`src/rtl/crc_stream_pkg.sv`:
```
package crc_stream_pkg;

    typedef logic [63:0] wide_t;

    function automatic wide_t low_mask(input int w);
        if (w >= 64) return '1;
        return (64'd1 << w) - 64'd1;
    endfunction

    function automatic wide_t bit_rev(input wide_t v, input int w);
        wide_t r;
        r = '0;
        for (int i = 0; i < w; i++) r[i] = v[w-1-i];
        return r;
    endfunction

    // Bit-serial shift of dw data bits (MSB first) into a cw-bit register.
    function automatic wide_t serial_fold(input wide_t st, input wide_t dat,
                                          input int cw, input int dw,
                                          input wide_t poly);
        wide_t r;
        logic  fb;
        r = st & low_mask(cw);
        for (int k = dw - 1; k >= 0; k--) begin
            fb = r[cw-1] ^ dat[k];
            r  = (r << 1) & low_mask(cw);
            if (fb) r = r ^ (poly & low_mask(cw));
        end
        return r;
    endfunction

    // Column of the update matrix: which state bits feed output bit o.
    function automatic wide_t state_taps(input int o, input int cw, input int dw,
                                         input wide_t poly);
        wide_t m;
        wide_t col;
        m = '0;
        for (int j = 0; j < cw; j++) begin
            col  = serial_fold(64'd1 << j, '0, cw, dw, poly);
            m[j] = col[o];
        end
        return m;
    endfunction

    // Which data bits feed output bit o.
    function automatic wide_t data_taps(input int o, input int cw, input int dw,
                                        input wide_t poly);
        wide_t m;
        wide_t col;
        m = '0;
        for (int j = 0; j < dw; j++) begin
            col  = serial_fold('0, 64'd1 << j, cw, dw, poly);
            m[j] = col[o];
        end
        return m;
    endfunction

    function automatic wide_t good_residue(input int cw, input wide_t poly,
                                           input wide_t xor_out, input bit refl_out);
        wide_t pat;
        pat = refl_out ? bit_rev(xor_out, cw) : (xor_out & low_mask(cw));
        return serial_fold('0, pat, cw, cw, poly);
    endfunction

endpackage

```
`src/rtl/crc_matrix.sv`:
```
module crc_matrix
    import crc_stream_pkg::*;
#(
    parameter int    CRC_W  = 32,
    parameter int    DATA_W = 8,
    parameter wide_t POLY   = 64'h04C11DB7
) (
    input  logic [CRC_W-1:0]  st_i,
    input  logic [DATA_W-1:0] dat_i,
    output logic [CRC_W-1:0]  nxt_o
);

    for (genvar i = 0; i < CRC_W; i++) begin : g_bit
        localparam wide_t SM = state_taps(i, CRC_W, DATA_W, POLY);
        localparam wide_t DM = data_taps(i, CRC_W, DATA_W, POLY);
        logic [CRC_W-1:0]  st_sel;
        logic [DATA_W-1:0] dat_sel;
        assign st_sel   = st_i  & SM[CRC_W-1:0];
        assign dat_sel  = dat_i & DM[DATA_W-1:0];
        assign nxt_o[i] = (^st_sel) ^ (^dat_sel);
    end

endmodule

```
`src/rtl/crc_outfmt.sv`:
```
module crc_outfmt
    import crc_stream_pkg::*;
#(
    parameter int    CRC_W    = 32,
    parameter bit    REFL_OUT = 1'b1,
    parameter wide_t XOR_OUT  = 64'hFFFFFFFF,
    parameter wide_t RESID    = 64'h0
) (
    input  logic [CRC_W-1:0] raw_i,
    output logic [CRC_W-1:0] crc_o,
    output logic             match_o
);

    logic [CRC_W-1:0] ordered;

    if (REFL_OUT) begin : g_rev
        for (genvar i = 0; i < CRC_W; i++) begin : g_b
            assign ordered[i] = raw_i[CRC_W-1-i];
        end
    end else begin : g_keep
        assign ordered = raw_i;
    end

    assign crc_o   = ordered ^ XOR_OUT[CRC_W-1:0];
    assign match_o = (raw_i == RESID[CRC_W-1:0]);

endmodule

```
`src/rtl/crc_stream.sv`:
```
module crc_stream
    import crc_stream_pkg::*;
#(
    parameter int    CRC_W    = 32,
    parameter int    DATA_W   = 8,
    parameter wide_t POLY     = 64'h04C11DB7,
    parameter wide_t INIT_CRC = 64'hFFFFFFFF,
    parameter bit    REFL_IN  = 1'b1,
    parameter bit    REFL_OUT = 1'b1,
    parameter wide_t XOR_OUT  = 64'hFFFFFFFF
) (
    input  logic              clk,
    input  logic              rst_n,
    input  logic [DATA_W-1:0] in_data,
    input  logic              in_valid,
    input  logic              in_first,
    output logic [CRC_W-1:0]  crc_o,
    output logic              match_o
);

    localparam logic [CRC_W-1:0] INIT_V = INIT_CRC[CRC_W-1:0];
    localparam wide_t RESID    = good_residue(CRC_W, POLY, XOR_OUT, REFL_OUT);
    localparam wide_t INIT_FMT_W =
        ((REFL_OUT ? bit_rev(INIT_CRC, CRC_W) : INIT_CRC) ^ XOR_OUT) & low_mask(CRC_W);
    localparam logic [CRC_W-1:0] INIT_FMT = INIT_FMT_W[CRC_W-1:0];
    localparam logic INIT_MATCH = (INIT_V == RESID[CRC_W-1:0]);

    logic [CRC_W-1:0]  state_q;
    logic [CRC_W-1:0]  state_d;
    logic [CRC_W-1:0]  start_st;
    logic [CRC_W-1:0]  folded;
    logic [DATA_W-1:0] fed;

    if (REFL_IN) begin : g_in_rev
        for (genvar i = 0; i < DATA_W; i++) begin : g_b
            assign fed[i] = in_data[DATA_W-1-i];
        end
    end else begin : g_in_keep
        assign fed = in_data;
    end

    // Start-of-message muxes the starting state ahead of the update network.
    assign start_st = in_first ? INIT_V : state_q;

    crc_matrix #(
        .CRC_W (CRC_W),
        .DATA_W(DATA_W),
        .POLY  (POLY)
    ) u_matrix (
        .st_i (start_st),
        .dat_i(fed),
        .nxt_o(folded)
    );

    always_comb begin
        if (in_valid)      state_d = folded;
        else if (in_first) state_d = INIT_V;
        else               state_d = state_q;
    end

    always_ff @(posedge clk or negedge rst_n) begin
        if (!rst_n) state_q <= INIT_V;
        else        state_q <= state_d;
    end

    crc_outfmt #(
        .CRC_W   (CRC_W),
        .REFL_OUT(REFL_OUT),
        .XOR_OUT (XOR_OUT),
        .RESID   (RESID)
    ) u_fmt (
        .raw_i  (state_q),
        .crc_o  (crc_o),
        .match_o(match_o)
    );

    p_reset_init_r1: assert property (@(posedge clk)
        !rst_n |=> (crc_o == INIT_FMT));

    p_idle_hold_r2: assert property (@(posedge clk) disable iff (!rst_n)
        (!in_valid && !in_first) |=> ($stable(crc_o) && $stable(match_o)));

    p_reload_r5: assert property (@(posedge clk) disable iff (!rst_n)
        (in_first && !in_valid) |=> (crc_o == INIT_FMT));

    p_reload_match_r7: assert property (@(posedge clk) disable iff (!rst_n)
        (in_first && !in_valid) |=> (match_o == INIT_MATCH));

endmodule

```
`config.mk`:
```
export PLATFORM = sky130hd
export DESIGN_NAME = crc_stream
export DESIGN_NICKNAME = d
export VERILOG_FILES = /design/src/rtl/crc_stream_pkg.sv /design/src/rtl/crc_matrix.sv /design/src/rtl/crc_outfmt.sv /design/src/rtl/crc_stream.sv
export SDC_FILE = /design/constraint.sdc
export NUM_CORES = 1
export LEC_CHECK = 0
export ABC_AREA = 1
export BUFFER_PORTS_ARGS = -buffer_cell sky130_fd_sc_hd__buf_2
export CORE_MARGIN = 2
export CORE_UTILIZATION = 45
export DETAILED_ROUTE_END_ITERATION = 10
export GPL_ROUTABILITY_DRIVEN = 0
export HOLD_SLACK_MARGIN = 0.06
export PLACE_DENSITY = 0.66
export SYNTH_ARGS = -nofsm -noshare
export SYNTH_HDL_FRONTEND = slang
export SYNTH_SLANG_ARGS = --single-unit
```
`constraint.sdc`:
```
create_clock -name clk -period 1.9 [get_ports clk]
set_clock_uncertainty 0.1 [all_clocks]
set_input_delay 0 -clock clk [delete_from_list [all_inputs] [get_ports clk]]
set_output_delay 0 -clock clk [all_outputs]
set_load 0.1 [all_outputs]
```
# Word level (Yosys, flattened, before mapping)
# Index checks and enable logic that the tools add are counted.
[totals]
regBits = 32
inputBits = 12
output_inout_bits = 33
word_cells = 99
[classes]
eq_ne = 1
n_mux = 2
bitwise = 33
reduce_logical = 62
[ops]
columns = ["op", "n"]
rows = [
  ["32-bit XOR reduction", 32],
  ["8-bit XOR reduction", 30],
  ["32-bit 2-to-1 mux", 2],
  ["32-bit == test, second input constant", 1],
  ["32-bit inverter", 1],
  ["1-bit bitwise XOR", 32],
]

# Longest topological paths before layout
# Gate-level depths: netlist (run 1).
[logic_depth]
word_depth = 4
mapped_depth = 14

# Cells and area by module
# A second synthesis (run 1) with hierarchy kept.
[unflattened]
cells_unflattened = 623
area_unflattened_um2 = 3920.0
[by_module_without_submodules]
columns = ["module", "n_inst", "cells_per_inst", "area_each_um2"]
rows = [
  ["crc_matrix", 1, 381, 2083.2],
  ["crc_stream", 1, 175, 1575.3],
  ["crc_outfmt", 1, 67, 261.5],
]

# Worst setup path after synthesis (run 1)
# No wires, ideal clock.
[synth_timing]
path_type = "register to output"
start = "reg state_q[31]"
end = "out match_o"
arrival_time_ns = 2.756
required_ns = 1.800
path_slack_ns = -0.956
path_stages_with_launch = 5
path_cell_list = "dfstp_2 inv_1 nor4_1 nand3_1 nor2_1"
[synth_between]
elab_chain_cells = 1
[synth_rtl]
columns = ["element", "line", "source"]
rows = [
  ["from (decl)", "crc_stream.sv:28", "logic [CRC_W-1:0] state_q;"],
  ["from (signal assigned)", "crc_stream.sv:63", "else state_q <= state_d;"],
  ["32-bit == test", "crc_outfmt.sv:25", "assign match_o = (raw_i == RESID[CRC_W-1:0]);"],
  ["to (decl)", "crc_stream.sv:18", "output logic match_o"],
]
# Every way passes these cells.

# Final worst setup path (run 1)
[layout_timing]
start = "reg state_q[0]"
end = "out match_o"
# Same word-level chain as after synthesis.

==> out/metrics.csv, run 1 <==
metric,value,unit
Reg with most FFs,state_q,
share of power burned in registers,21.9,%
final setup violation count,0,
Final Non-Filler Cells,786,
CP Max Fanout,2,
met3 usage,3.72,%
Pleak,0.00247,uW
min Tclk post-route,1890,ps
final wirelength,13100,um
crit path cell chain,"inv_2, nor4_4, buf_4, nand4_1, nor2_4, buf_12",
post-DR wirelength/cell,16.7,um
Slew @ Worst Pin,761,ps
Worst Setup Start Kind,register,
Worst Path Required,1800,ps
CP arrival,1790,ps
gr usage total,29.8,%
initial antenna violation count,0,
Peak Freq,530,MHz
clock share of power,12.6,%
clock tree buffer depth,2,
DRT Pass-1 Iters,5,
layout cells sized above 1,24.4,%
"CP delay by family, top",simple AND/OR/NAND/NOR gates,
Synth async-reset ratio,100,%
WP buf/inv,3,
clock tree from TritonCTS,yes,
"Clk Latency, worst-skew pair",290,ps
reg-to-reg endpoint,state_q[26],
sw frac,58.5,%
number of flops mapped to enable cells by yosys,0,
status,"complete, no violations",
"Slowest-stage cell, CP",dfstp_2,
number of nets with antenna violations after routing,0,
Yosys top cell by area,nand2_1,
IO Count,45,
RSZ-0062 raised after global routing,true,
Worst VDD drop,887,uV
#FFs+latches synth,32,
WP depth,6,
DR DRC count,0,
nets,692,
most numerous cell in the Yosys netlist,nand2_1,
Area contributors post-synth,"nand2_1 26%, dfstp_2 22%, nand3_1 9.2%, xor2_1 8.6%, inv_1 7.2%",
kind of critical path,register to output port,
Synth top area share,26.5,%
initial DRC count,455,
first-pass GRT wire length,20400,um
number of max-slew violations in the final report,0,
RR Startpoint,state_q[27],
Starting Density,46.2,%
net switching power,3090,uW
CTS H-Tree Depth,2,
Syn Area/Cell,6.03,um^2
vias in the first global route,3852,
Rows,33,
type of the most critical hold path,primary input to async pin,
Max Cap Violations,0,
clk sinks,32,
"Primary FF master, synth",dfstp_2,
flop-to-flop setup slack,60,ps
max_slew headroom,49.2,%
filler cell count,827,
Vias,4245,
area delta synth->final,17.4,%
Die Span X,95.3,um
die area,9090,um^2
die height,95.3,um
Worst Setup SP,state_q[0],
M1 GR Usage,40.2,%
CP Capture Type,output port,
Port-buffer cells,44,
cell area after synthesis,3750,um^2
largest net degree at the start of global routing,33,
HPWL after DPL,9980,um
GR Layer Usage met2,48.5,%
Fin. Hold Viols,0,
placed cells,765,
GRT overflow,0,
GRT busiest layer,met2,
area of the multi-input gates,2570,um^2
register area share after synthesis,22.4,%
syn nets,635,
Hold Slack,72.4,ps
Root Driver,clkbuf_8,
synth unique cells,32,
Power Dens Cells,1200,nW/um^2
area of all sequential standard cells,841,um^2
critical path endpoint,match_o,
via/cell ratio,5.40,
yosys warns,0,
worst reg2reg path depth,9,
most frequent cells after synthesis,"265 x nand2_1, 72 x inv_1, 69 x nand3_1",
Mapped Cells,623,
Placeable Area,8130,um^2
Pint,2190,uW
setup slack after layout,11.4,ps
antenna cell count,0,
max FFs per register,32,
Comb pwr share,65.5,%
Top Registers,state_q (32),
Final TNS setup,0,ps
Crit path largest cell delay,540,ps
dpl ws,36.3,ps
fin crit share,99.4,%
clock-pin slew on the worst setup and hold paths,70,ps
CTS buffer count,5,
[worst min path at each step]
stage              from           to  depth (start not counted)
5_1_grt        in_first  state_q[18]                          5
3_5_place_dp   in_valid  state_q[29]                          3
4_1_cts        in_first  state_q[18]                          5
6_report          rst_n  state_q[13]                          1
3_3_place_gp   in_valid  state_q[27]                          3
2_1_floorplan     rst_n   state_q[0]                          0
[metal layers]
layer / part of all wire, % / routed length (um) / vias to the layer above
li1: - / - / 2031
met2: 46 / 6080 / 210
met4: 3.3 / 431 / 0
met5: 0 / 0 / -
met1: 43 / 5570 / 1972
met3: 7.7 / 1010 / 32
[logic make-up after synthesis]
group           after synthesis  synth area share [%]
simple gates                400                  48.1
buf+inv                     100                  11.4
compound gates               42                  5.76
flops                        32                  22.4
xor+xnor                     49                  12.4
[cell usage in the layout, fill, tap and decap left out, types with 2 or more instances in the layout]
| master | count |
|---|---|
| nand2_2 | 13 |
| nand2_1 | 263 |
| nor2_2 | 4 |
| buf_4 | 22 |
| o21ai_1 | 14 |
| nand3_2 | 2 |
| xnor2_1 | 7 |
| xor2_1 | 37 |
| xnor2_2 | 2 |
| nor4_1 | 3 |
| nand3b_1 | 2 |
| dfstp_2 | 32 |
| or2_1 | 2 |
| buf_12 | 2 |
| o21ai_0 | 25 |
| buf_2 | 43 |
| dlygate4sd3_1 | 2 |
| nand4_1 | 2 |
| nor4_4 | 2 |
| nor2_1 | 18 |
| nor4_2 | 2 |
| clkinvlp_4 | 2 |
| nand3_1 | 68 |
| inv_1 | 68 |
| nor2_4 | 9 |
| clkbuf_8 | 5 |
| xor2_2 | 2 |
| inv_2 | 11 |
| nand2_4 | 7 |
[power by group through the flow]
stage / sequential, uW / clock, uW / combinational [uW]
global route: 1170 / 711 / 3720
CTS: 1150 / 682 / 3370
floorplan: 1110 / 0 / 2660
detailed placement: 1190 / 0 / 3260
global placement: 1180 / 0 / 3240
finish: 1160 / 663 / 3460
[final cells by class]
class                      instances  share of cell area, %
tap                              105                   2.98
clock inverter                     2                  0.795
multi-input combinational        491                   58.4
sequential                        32                   19.1
timing repair buffer              69                   9.99
clock buffer                       6                   1.65
inverter                          81                   7.07
[per-stage QoR]
step | power (uW) | util [%] | area (um^2)
3_3_place_gp | 4420 | 51.1 | 4150
5_1_grt | 5590 | 54.2 | 4410
2_1_floorplan | 3770 | - | 3810
4_1_cts | 5200 | 53.5 | 4350
6_report | 5280 | 54.2 | 4410
3_5_place_dp | 4450 | 51.1 | 4150
[worst register-to-register path, cell delays in order, from the launching register on]
cell	delay, ps
dfstp_2	610
clkinvlp_4	150
nand2_4	140
nand2_1	60
o21ai_1	150
xor2_1	270
inv_1	70
nand2_1	60
nand3_1	70
nand2_1	100
[repair_timing]
item                                    CTS  global route
setup buffers                             5             6
hold endpoints to repair                 14             0
hold buffers                              2             0
resized for setup                         5             5
pin swaps                                 6             3
cloned                                    0             0
endpoints found under the setup margin    1             5
Note: power is estimated with default switching activity, not from simulation.
==> run 2: changes to the inputs <==
PLACE_DENSITY = 0.69   (was 0.66)
SLEW_MARGIN = 20   (was unset)
clock period = 1.7 ns   (was 1.9 ns; I/O delays follow)
==> out/metrics.csv, run 2 (synthesis results as in run 1) <==
metric,value,unit,change
"Clk Latency, worst-skew pair",290,ps,about the same
DR DRC count,0,,unchanged
gr usage total,30.2,%,was 29.8%
die area,9090,um^2,unchanged
Slew @ Worst Pin,793,ps,was 761 ps
area of all sequential standard cells,841,um^2,unchanged
first-pass GRT wire length,20500,um,was 20400 um
Top Registers,state_q (32),,unchanged
Placeable Area,8130,um^2,unchanged
top sig layer,met4,,unchanged
WL met1,5710,um,was 5570 um
fin crit share,114,%,
Reg with most FFs,state_q,,unchanged
area delta synth->final,42.3,%,was 17.4%
Final TNS setup,-1100,ps,was 0 ps
min Tclk post-route,1930,ps,
kind of critical path,register to output port,,unchanged
Worst Path Required,1600,ps,was 1800 ps
layout cells sized above 1,41.3,%,was 24.4%
Root Driver,clkbuf_8,,unchanged
HPWL after DPL,10100,um,was 9980 um
Peak Freq,517,MHz,
number of nets with antenna violations after routing,0,,unchanged
type of the most critical hold path,primary input to async pin,,unchanged
initial DRC count,462,,was 455
max FFs per register,32,,unchanged
Pwr Total,6770,uW,was 5280 uW
IO Count,45,,unchanged
CP Max Fanout,5,,was 2
Power Dens Cells,1270,nW/um^2,was 1200 nW/um^2
"commonest non-fill, non-tap cells in the layout","220 x nand2_1, 62 x inv_1, 52 x buf_4, 49 x nand3_1, 43 x buf_2",,"was 263 x nand2_1, 68 x inv_1, 68 x nand3_1, 43 x buf_2, 37 x xor2_1"
CP arrival,1830,ps,was 1790 ps
largest net degree at the start of global routing,33,,unchanged
Vias,4566,,was 4245
filler cell count,660,,was 827
dpl ws,-184,ps,was 36.3 ps
Port-buffer cells,44,,unchanged
DRT Pass-1 Iters,5,,unchanged
CTS H-Tree Depth,2,,unchanged
Die Span X,95.3,um,unchanged
final setup violation count,17,,was 0
clk sinks,32,,unchanged
setup slack after layout,-234,ps,was 11.4 ps
Worst Setup Start Kind,register,,unchanged
die height,95.3,um,unchanged
final wirelength,14600,um,was 13100 um
vias in the first global route,4019,,was 3852
post-DR wirelength/cell,17.6,um,was 16.7 um
status,finished with violations,,"was complete, no violations"
clock tree buffer depth,2,,unchanged
nets,740,,was 692
flop-to-flop setup slack,-100,ps,was 60 ps
worst reg2reg path depth,11,,was 9
max_slew headroom,47.1,%,was 49.2%
clock tree from TritonCTS,yes,,unchanged
Starting Density,46.2,%,unchanged
number of max-slew violations in the final report,0,,unchanged
initial antenna violation count,0,,unchanged
area of the multi-input gates,3050,um^2,was 2570 um^2
Worst VDD drop,945,uV,was 887 uV
via/cell ratio,5.48,,was 5.40
clock-pin slew on the worst setup and hold paths,70,ps,about the same
RSZ-0062 raised after global routing,true,,unchanged
GRT overflow,0,,unchanged
Fin. Hold Viols,0,,unchanged
wire length on met2,6650,um,was 6080 um
Rows,33,,unchanged
Max Cap Violations,0,,unchanged
CP Capture Type,output port,,unchanged
violated checks,negative setup slack,,
"commonest non-fill, non-tap cell in the layout",nand2_1,,unchanged
CTS buffer count,5,,unchanged
met3 WL,1390,um,was 1010 um
Pleak,0.00287,uW,was 0.00247 uW
antenna cell count,0,,unchanged
[run 2: cell count changes in the layout (fill, tap and decap cells not counted), moves of 11 or more]
cell | before | now
buf_4 | 22 | 52
buf_6 | 0 | 15
nand3_2 | 2 | 20
nand2_2 | 13 | 40
nand3_1 | 68 | 49
nand2_1 | 263 | 220
nand2_4 | 7 | 18
[run 2: final cells by class]
| cell class | instances | area share, % |
|---|---|---|
| inverters | 81 | 6.16 |
| flip-flops and latches | 32 | 15.7 |
| multi-input cells | 491 | 57.1 |
| repair buffers | 117 | 16.7 |
| clock buffers | 7 | 1.80 |
| well taps | 105 | 2.46 |
[run 2: critical path: stages, from the launching register on]
cell and delay (ps):
dfstp_2 560, inv_2 80, nor4_4 290, nand4_1 240
nor2_4 190, buf_12 180
[run 2: timing repair]
action / CTS / global route
hold endpoints to repair: 13 / 0
pin swaps: 16 / 62
hold buffers: 1 / 0
endpoints found under the setup margin: 7 / 28
resized for setup: 29 / 125
setup buffers: 11 / 26
[run 2: metal layers]
metal / vias up / GRT usage, %
met5: - / 0
met4: 0 / 16.9
met2: 265 / 47.3
met1: 2108 / 38.8
met3: 67 / 6.01
li1: 2126 / -
[run 2: worst paths after layout]
| kind | from | endpoint |
|---|---|---|
| worst max-delay path | state_q[24] | match_o |
| worst min-delay path | rst_n | state_q[10] |
| worst max register to register | state_q[27] | state_q[7] |
| worst min register to register | state_q[21] | state_q[21] |
| max in group asynchronous | rst_n | state_q[24] |
| min in group clk | in_data[2] | state_q[21] |
[run 2: where the power goes]
part           switching, uW  internal [uW]
Sequential               236           1070
Combinational           3350           1440
Clock                    309            361
[run 2: metrics by stage]
step | area (um^2) | hold WS (ps) | util (%) | std cells
global placement | 4350 | 285 | 53.5 | 789
CTS | 4650 | 105 | 57.2 | 808
floorplan | 3820 | -248 | - | 623
detailed placement | 4350 | 292 | 53.5 | 789
global route | 5340 | 168 | 65.7 | 833
finish | 5340 | 86.6 | 65.7 | 833
